$ cat src/rtl/wpl_pkg.sv
package wpl_pkg;
  localparam int KEY_W  = 14;
  localparam int WORD_W = KEY_W + 2;

  typedef struct packed {
    logic [KEY_W-1:0] key;
    logic             lock;
  } wpl_state_t;

  // Key field of an incoming data word (bits above the reserved bit).
  function automatic logic [KEY_W-1:0] key_field(input logic [WORD_W-1:0] d);
    return d[WORD_W-1:2];
  endfunction

  // Lock field of an incoming data word.
  function automatic logic lock_field(input logic [WORD_W-1:0] d);
    return d[0];
  endfunction

  // Read-back word; the reserved bit is always zero, the pin may force the lock.
  function automatic logic [WORD_W-1:0] word_of(input wpl_state_t s, input logic force_lock);
    return {s.key, 1'b0, s.lock | force_lock};
  endfunction
endpackage

$ cat src/rtl/wpl_gate.sv
module wpl_gate (
  input  logic stored_lock,
  input  logic pin_wp_n,
  input  logic pin_wp_en,
  output logic pin_block,
  output logic wr_permit
);
  always_comb begin
    pin_block = pin_wp_en & ~pin_wp_n;
    wr_permit = ~stored_lock & ~pin_block;
  end
endmodule

$ cat src/rtl/wpl_decide.sv
module wpl_decide
  import wpl_pkg::*;
#(
  parameter int               CMD_W  = 8,
  parameter logic [CMD_W-1:0] WP_CMD = '0
) (
  input  logic              wr_en,
  input  logic [CMD_W-1:0]  wr_cmd,
  input  logic [WORD_W-1:0] wr_data,
  input  logic              pin_block,
  input  wpl_state_t        cur,
  output logic              load,
  output wpl_state_t        nxt,
  output logic              ev_unlock,
  output logic              ev_key_miss,
  output logic              ev_relock_skip
);
  logic             own_hit;
  logic [KEY_W-1:0] key_in;
  logic             lock_in;
  logic             key_same;
  logic             rsvd_unused;

  assign rsvd_unused = wr_data[1];

  always_comb begin
    own_hit        = wr_en && (wr_cmd == WP_CMD) && !pin_block;
    key_in         = key_field(wr_data);
    lock_in        = lock_field(wr_data);
    key_same       = (key_in == cur.key);
    load           = 1'b0;
    nxt            = cur;
    ev_unlock      = 1'b0;
    ev_key_miss    = 1'b0;
    ev_relock_skip = 1'b0;
    if (own_hit) begin
      if (!cur.lock) begin
        load     = 1'b1;
        nxt.key  = key_in;
        nxt.lock = lock_in;
      end else if (lock_in) begin
        ev_relock_skip = 1'b1;
      end else if (key_same) begin
        load      = 1'b1;
        nxt.lock  = 1'b0;
        ev_unlock = 1'b1;
      end else begin
        ev_key_miss = 1'b1;
      end
    end
  end
endmodule

$ cat src/rtl/wpl_store.sv
module wpl_store
  import wpl_pkg::*;
#(
  parameter logic [KEY_W-1:0] RST_KEY  = 14'h2AAA,
  parameter logic             RST_LOCK = 1'b0
) (
  input  logic       clk,
  input  logic       rst_n,
  input  logic       load,
  input  wpl_state_t nxt,
  input  logic       pin_block,
  input  logic       ev_unlock,
  input  logic       ev_key_miss,
  input  logic       ev_relock_skip,
  output wpl_state_t st_q
);
  always_ff @(posedge clk or negedge rst_n) begin
    if (!rst_n) begin
      st_q.key  <= RST_KEY;
      st_q.lock <= RST_LOCK;
    end else if (load) begin
      st_q <= nxt;
    end
  end


  unlock_keeps_key_chk: assert property (@(posedge clk) disable iff (!rst_n)
    ev_unlock |=> (!st_q.lock && st_q.key == $past(st_q.key)));


  key_miss_hold_chk: assert property (@(posedge clk) disable iff (!rst_n)
    ev_key_miss |=> $stable(st_q));


  relock_hold_chk: assert property (@(posedge clk) disable iff (!rst_n)
    ev_relock_skip |=> $stable(st_q));


  pin_block_hold_chk: assert property (@(posedge clk) disable iff (!rst_n)
    pin_block |=> $stable(st_q));
endmodule

$ cat src/rtl/wpl_top.sv
module wpl_top
  import wpl_pkg::*;
#(
  parameter int               CMD_W    = 8,
  parameter logic [CMD_W-1:0] WP_CMD   = '0,
  parameter logic [KEY_W-1:0] RST_KEY  = 14'h2AAA,
  parameter logic             RST_LOCK = 1'b0
) (
  input  logic              clk,
  input  logic              rst_n,
  input  logic              wr_en,
  input  logic [CMD_W-1:0]  wr_cmd,
  input  logic [WORD_W-1:0] wr_data,
  input  logic              rd_req,
  input  logic              pin_wp_n,
  input  logic              pin_wp_en,
  output logic              wr_permit,
  output logic [WORD_W-1:0] rd_data
);
  wpl_state_t st_q;
  wpl_state_t nxt;
  logic       pin_block;
  logic       load;
  logic       ev_unlock;
  logic       ev_key_miss;
  logic       ev_relock_skip;

  wpl_gate gate_i (
    .stored_lock (st_q.lock),
    .pin_wp_n    (pin_wp_n),
    .pin_wp_en   (pin_wp_en),
    .pin_block   (pin_block),
    .wr_permit   (wr_permit)
  );

  wpl_decide #(.CMD_W(CMD_W), .WP_CMD(WP_CMD)) decide_i (
    .wr_en          (wr_en),
    .wr_cmd         (wr_cmd),
    .wr_data        (wr_data),
    .pin_block      (pin_block),
    .cur            (st_q),
    .load           (load),
    .nxt            (nxt),
    .ev_unlock      (ev_unlock),
    .ev_key_miss    (ev_key_miss),
    .ev_relock_skip (ev_relock_skip)
  );

  wpl_store #(.RST_KEY(RST_KEY), .RST_LOCK(RST_LOCK)) store_i (
    .clk            (clk),
    .rst_n          (rst_n),
    .load           (load),
    .nxt            (nxt),
    .pin_block      (pin_block),
    .ev_unlock      (ev_unlock),
    .ev_key_miss    (ev_key_miss),
    .ev_relock_skip (ev_relock_skip),
    .st_q           (st_q)
  );

  assign rd_data = rd_req ? word_of(st_q, pin_block) : '0;


  open_write_loads_chk: assert property (@(posedge clk) disable iff (!rst_n)
    (wr_permit && wr_en && wr_cmd == WP_CMD)
      |=> (st_q.key == $past(key_field(wr_data)) && st_q.lock == $past(lock_field(wr_data))));


  locked_no_permit_chk: assert property (@(posedge clk) disable iff (!rst_n)
    ($past(st_q.lock) && !$past(load)) |-> !wr_permit);


  foreign_cmd_hold_chk: assert property (@(posedge clk) disable iff (!rst_n)
    (!wr_en || wr_cmd != WP_CMD) |=> $stable(st_q));
endmodule

$ cat config.mk
export PLATFORM = sky130hd
export DESIGN_NAME = wpl_top
export DESIGN_NICKNAME = d
export VERILOG_FILES = /design/src/rtl/wpl_pkg.sv /design/src/rtl/wpl_gate.sv /design/src/rtl/wpl_decide.sv /design/src/rtl/wpl_store.sv /design/src/rtl/wpl_top.sv
export SDC_FILE = /design/constraint.sdc
export NUM_CORES = 1
export LEC_CHECK = 0
export ABC_AREA = 1
export BUFFER_PORTS_ARGS = -buffer_cell sky130_fd_sc_hd__buf_2
export CAP_MARGIN = 20
export CORE_MARGIN = 5
export CORE_UTILIZATION = 30
export CTS_CLUSTER_DIAMETER = 40
export CTS_CLUSTER_SIZE = 14
export DETAILED_ROUTE_END_ITERATION = 10
export PLACE_DENSITY = 0.55
export SLEW_MARGIN = 5
export SYNTH_ARGS = -nofsm -noshare
export SYNTH_HDL_FRONTEND = slang
export SYNTH_HIERARCHICAL = 1
export SYNTH_SLANG_ARGS = --single-unit
export TNS_END_PERCENT = 30
$ cat constraint.sdc
create_clock -name clk -period 2.6 [get_ports clk]
set_input_delay 0.39 -clock clk [delete_from_list [all_inputs] [get_ports clk]]
set_output_delay 0.39 -clock clk [all_outputs]
set_load 0.05 [all_outputs]
==> results.txt, run 1 <==
Ant. Diodes -> 0
Fin nets -> 301
PwrDens -> 309 mW/mm^2
Net switching power -> 123 uW
Startpoint Class -> flip-flop
Vias in the first global route -> 1195
GP Congestion -> 0.732
Reg power frac -> 47.6%
Final HPWL DP -> 2.37 mm
Overflow after GRT -> 0
Clock power share -> 37.6%
Area grow syn2layout -> 19.6%
Endpoints failing setup -> 0
Warnings from Yosys -> 6
Peak supply drop -> 0.247 mV
Synthesized instance count -> 227
TNS Setup -> 0 ps
Syn Std Cell Area -> 0.00134 sq mm
Max-slew violations -> 0
Initial antenna violation count -> 0
CTS tree -> built
Syn_nets -> 257
Std cell rows -> 24
Post-CTS setup buffers -> 0
Fillers -> 507
Comb pwr share -> 14.8%
Vias/cell -> 4.09
CP Capture Type -> flip-flop
TritonCTS Buffers -> 3
Endpoints failing hold -> 0
CTS HTree Levels -> 1
Largest register FFs -> 15
Layout cells sized above 1 -> 27.8%
Max-cap violations -> 0
Post-DRT Antenna Nets -> 0
Routed length per instance -> 9.63 um
Final WS setup -> 801 ps
DRC violations left -> 0
I/O Buffers -> 44
Top flop regs -> store_i/st_q: 15 flops
Initial Util -> 30.7%
Worst EP required -> 2780 ps
Tmin final -> 1800 ps
Crit Path Category -> flip-flop to flip-flop
RSZ-0062 raised after global routing -> no
Largest net degree at the start of global routing -> 27
Post-Route WL -> 3.10 mm
Die Y -> 76.8 um
First-pass GRT wire length -> 5.25 mm
Worst EP arrival -> 1980 ps
Net Sw Frac -> 24.9%
Hold_buf cts -> 0
Top reg by flops -> store_i/st_q
Placement Setup Slack -> 710 ps
Lkg Pwr -> 0.00101 uW
Post-Place Cell Area -> 0.00155 sq mm
CTS Buffer Depth -> 2
Clock skew -> 1.75 ps
Drt initial violations -> 52
Resized Gates After CTS -> 0
Syn avg cell area -> 5.89 sq um
Reg clk slew, reported paths -> 60 ps
Total GRT Usage -> 10.6%
Clock sink count -> 15
Status -> completed
Vias -> 1317
Final instance area -> 0.00160 sq mm
Period utilisation layout -> 69.2%
Die area -> 0.00589 sq mm
Worst-path maximum fanout -> 10
I/O pin total -> 47
Worst-skew pair later-pin latency -> 240 ps
Root buffer cell -> clkbuf_8
Pint -> 371 uW
Die width -> 76.8 um
Pre-antenna DRT Iters -> 4
Max Freq -> 0.556 GHz
Hold WC Path Type -> primary input to asynchronous set/reset pin
Core Region -> 0.00435 sq mm
-- layer usage --
metal | global-route usage (%) | vias up | part of all wire, % | wire (um)
met5 | 0 | - | 0 | 0
li1 | - | 732 | - | -
met4 | 2.62 | 0 | 0.77 | 24
met2 | 18.7 | 21 | 47 | 1450
met1 | 12.6 | 562 | 48 | 1490
met3 | 2.93 | 2 | 4.4 | 135
-- power groups by stage --
stage / sequential, uW / combinational [uW] / clock [uW]
2_1_floorplan: 239 / 38.2 / 0
3_3_place_gp: 239 / 73.6 / 0
3_5_place_dp: 239 / 74.5 / 0
4_1_cts: 235 / 74.7 / 198
5_1_grt: 235 / 82.6 / 208
6_report: 235 / 73.1 / 185
-- stage by stage --
step	hold WS [ps]	power [uW]	utilization, %	std cells
after CTS	53.3	507	36.7	322
final	47.3	494	36.7	322
after detailed placement	320	313	35.7	318
after global routing	69.8	526	36.7	322
after global placement	325	312	35.7	318
after floorplan	94.4	277	-	227
-- critical path, cell delays in order (launching register included) --
cell     delay [ps]
dfstp_2         550
inv_1            70
nand2_1          50
nand2_1          40
nor2_1          110
nand2_1          60
nor2_1           90
nand3_1         100
nand2_1         290
buf_4           250
nand2_1          60
nand2_1          70
-- worst paths after layout --
path / from / endpoint / slack (ps) / depth (start not counted)
max in group asynchronous: rst_n / store_i/st_q[6]$_DFFE_PN1P_ / 2250 / 1
min: rst_n / store_i/st_q[11]$_DFFE_PN0P_ / 50 / 1
min reg2reg: store_i/st_q[6]$_DFFE_PN1P_ / store_i/st_q[6]$_DFFE_PN1P_ / 480 / 2
max reg2reg: store_i/st_q[12]$_DFFE_PN1P_ / store_i/st_q[3]$_DFFE_PN0P_ / 800 / 11
max: store_i/st_q[12]$_DFFE_PN1P_ / store_i/st_q[3]$_DFFE_PN0P_ / 800 / 11
min in group clk: wr_data[5] / store_i/st_q[4]$_DFFE_PN1P_ / 470 / 5
-- layout by cell type, fill, tap and decap left out, drive strengths merged --
cell type and count:
xnor2 2, buf 46, dfstp 7, nand3 2, o21ai 12, nand2 122
inv 46, a21oi 1, nor3 2, dfrtp 8, nor2 17, clkbuf 4
conb 1
-- cell type report --
| type | instances | area (sq um) | share of cell area [%] |
|---|---|---|---|
| clock buffers | 4 | 45.0 | 2.82 |
| inverters | 46 | 178 | 11.1 |
| multi-input cells | 159 | 692 | 43.3 |
| flip-flops and latches | 15 | 384 | 24.0 |
| well taps | 52 | 65.1 | 4.07 |
| repair buffers | 46 | 235 | 14.7 |
Note: power is estimated with default switching activity, not from simulation.
==> run 2, diff against run 1 <==
==> constraint.sdc (replaced) <==
create_clock -name clk -period 1.8 [get_ports clk]
set_input_delay 0.27 -clock clk [delete_from_list [all_inputs] [get_ports clk]]
set_output_delay 0.27 -clock clk [all_outputs]
set_load 0.05 [all_outputs]
==> results.txt, run 2 (synthesized netlist as in run 1, its figures left out) <==
Status -> completed (unchanged)
Post-DRT Antenna Nets -> 0 (unchanged)
Largest net degree at the start of global routing -> 16 (was 27)
Multi-input gate area -> 694 sq um (was 692 sq um)
Reg clk slew, reported paths -> 60 ps (about the same)
Slowest stage delay, CP -> 560 ps (was 550 ps)
Startpoint Class -> flip-flop (unchanged)
Vias/cell -> 4.09 (about the same)
Pre-antenna DRT Iters -> 4 (unchanged)
I/O Buffers -> 44 (unchanged)
CTS Buffer Depth -> 2 (unchanged)
CP Cell Sequence -> inv_1 > nand2_1 > nand2_1 > nor2_1 > nand2_1 > nor2_1 > nand3_1 > nand2_2 > buf_4 > nand2_1 > nand2_1 (was inv_1 > nand2_1 > nand2_1 > nor2_1 > nand2_1 > nor2_1 > nand3_1 > nand2_1 > buf_4 > nand2_1 > nand2_1)
RR Endpoint -> store_i/st_q[8]$_DFFE_PN1P_ (was store_i/st_q[3]$_DFFE_PN0P_)
Layout cells sized above 1 -> 29.2% (was 27.8%)
Die area -> 0.00589 sq mm (unchanged)
Endpoints failing setup -> 0 (unchanged)
Worst-skew pair later-pin latency -> 250 ps (was 240 ps)
GP Congestion -> 0.747 (was 0.732)
Final HPWL DP -> 2.39 mm (was 2.37 mm)
Period utilisation layout -> 89.1% (was 69.2%)
Lkg Pwr -> 0.00103 uW (was 0.00101 uW)
Worst EP required -> 1990 ps (was 2780 ps)
Fillers -> 488 (was 507)
DRC violations left -> 0 (unchanged)
Vias in the first global route -> 1253 (was 1195)
Initial Util -> 30.7% (unchanged)
Ant. Diodes -> 0 (unchanged)
Crit Path Category -> flip-flop to flip-flop (unchanged)
Area grow syn2layout -> 22.3% (was 19.6%)
TNS Setup -> 0 ps (unchanged)
Worst r2r src -> store_i/st_q[10]$_DFFE_PN1P_ (was store_i/st_q[12]$_DFFE_PN1P_)
CP Capture Type -> flip-flop (unchanged)
Top flop regs -> store_i/st_q: 15 flops (unchanged)
Largest register FFs -> 15 (unchanged)
Clock skew -> 3.47 ps (was 1.75 ps)
Placement Setup Slack -> 119 ps (was 710 ps)
Hold Crit Start -> wr_data[5]
Hold_ws -> 344 ps (was 47.3 ps)
Crit-path slowest cell -> dfstp_2 (unchanged)
Critical Path Most Common Cell -> nand2_1 (unchanged)
Post-CTS setup buffers -> 0 (unchanged)
Peak supply drop -> 0.193 mV (was 0.247 mV)
Most common cell after layout, fill and taps aside -> nand2_1 (unchanged)
Max Freq -> 0.624 GHz (was 0.556 GHz)
Max-slew violations -> 0 (unchanged)
Initial antenna violation count -> 0 (unchanged)
Hold WC Path Type -> primary input to flip-flop (was primary input to asynchronous set/reset pin)
Die width -> 76.8 um (unchanged)
CTS tree -> built (unchanged)
Fin nets -> 305 (was 301)
Top reg by flops -> store_i/st_q (unchanged)
Vias -> 1333 (was 1317)
Tmin final -> 1600 ps (was 1800 ps)
Post-Route WL -> 3.08 mm (was 3.10 mm)
Register-to-Register Path Depth -> 11 (unchanged)
Routed length per instance -> 9.44 um (was 9.63 um)
Std cell rows -> 24 (unchanged)
Clock sink count -> 15 (unchanged)
Hold path endpoint -> store_i/st_q[4]$_DFFE_PN1P_
PwrDens -> 439 mW/mm^2 (was 309 mW/mm^2)
TritonCTS Buffers -> 3 (unchanged)
CTS HTree Levels -> 1 (unchanged)
Drt initial violations -> 44 (was 52)
RSZ-0062 raised after global routing -> no (unchanged)
Worst EP arrival -> 1800 ps (was 1980 ps)
Pwr Total -> 718 uW (was 494 uW)
Post-Place Cell Area -> 0.00158 sq mm (was 0.00155 sq mm)
Total GRT Usage -> 10.9% (was 10.6%)
Flop2flop setup slack -> 200 ps (was 800 ps)
Max-cap violations -> 0 (unchanged)
Final instance area -> 0.00164 sq mm (was 0.00160 sq mm)
I/O pin total -> 47 (unchanged)
Worst Hold Path Cells -> 5
Die Y -> 76.8 um (unchanged)
Core Region -> 0.00435 sq mm (unchanged)
Worst-path maximum fanout -> 6 (was 10)
Reg area -> 384 sq um (unchanged)
Root buffer cell -> clkbuf_8 (unchanged)
Final WS setup -> 197 ps (was 801 ps)
Overflow after GRT -> 0 (unchanged)
Endpoints failing hold -> 0 (unchanged)
First-pass GRT wire length -> 5.44 mm (was 5.25 mm)
Most frequent cells in the layout -> nand2_1 (113), inv_1 (45), buf_2 (44) (was nand2_1 (114), inv_1 (45), buf_2 (44))
## run 2: power breakdown
| group | switching [uW] | internal [uW] | total [uW] |
|---|---|---|---|
| Sequential | 0.568 | 339 | 339 |
| Combinational | 65.1 | 42.0 | 107 |
| Clock | 119 | 153 | 272 |
## run 2: worst max path at each step
stage / start / endpoint / slack (ps) / cells past startpoint
2_1_floorplan: store_i/st_q[10]$_DFFE_PN1P_ / store_i/st_q[5]$_DFFE_PN0P_ / 260 / 13
3_3_place_gp: store_i/st_q[10]$_DFFE_PN1P_ / store_i/st_q[5]$_DFFE_PN0P_ / 140 / 11
3_5_place_dp: store_i/st_q[10]$_DFFE_PN1P_ / store_i/st_q[5]$_DFFE_PN0P_ / 120 / 11
4_1_cts: store_i/st_q[10]$_DFFE_PN1P_ / store_i/st_q[8]$_DFFE_PN1P_ / 100 / 11
5_1_grt: store_i/st_q[10]$_DFFE_PN1P_ / store_i/st_q[3]$_DFFE_PN0P_ / 20 / 11
6_report: store_i/st_q[10]$_DFFE_PN1P_ / store_i/st_q[8]$_DFFE_PN1P_ / 200 / 11
## run 2: cell type report
type,instances,area share [%]
Tap cell,52,3.98
Inverter,46,10.9
Multi-Input combinational cell,159,42.5
Sequential cell,15,23.5
Clock inverter,1,0.306
Clock buffer,3,2.52
Timing Repair Buffer,50,16.4
## run 2: per-stage QoR
step,utilization (%),cells
floorplan,-,227
detailed placement,36.2,321
finish,37.6,326
CTS,37.5,326
global placement,36.2,321
global route,37.6,326
## run 2: critical path, delay by kind of cell (launching register included)
kind	cells	cell delay (ps)
flops	1	560
buf+inv	2	240
simple gates	9	740
## run 2: repair_timing
| item | in CTS | in global routing |
|---|---|---|
| hold endpoints to repair | 8 | 0 |
| hold buffers | 1 | 0 |
| endpoints found under the setup margin | 0 | 15 |
| gates resized for setup | 0 | 1 |
## run 2: routing by layer
| layer | part of all wire [%] | wire [um] | track usage (%) | vias to the layer above |
|---|---|---|---|---|
| li1 | - | - | - | 739 |
| met1 | 48 | 1470 | 13.7 | 572 |
| met2 | 47 | 1450 | 18.3 | 20 |
| met3 | 4.5 | 139 | 2.46 | 2 |
| met4 | 0.62 | 19 | 3.67 | 0 |
| met5 | 0 | 0 | 0 | - |
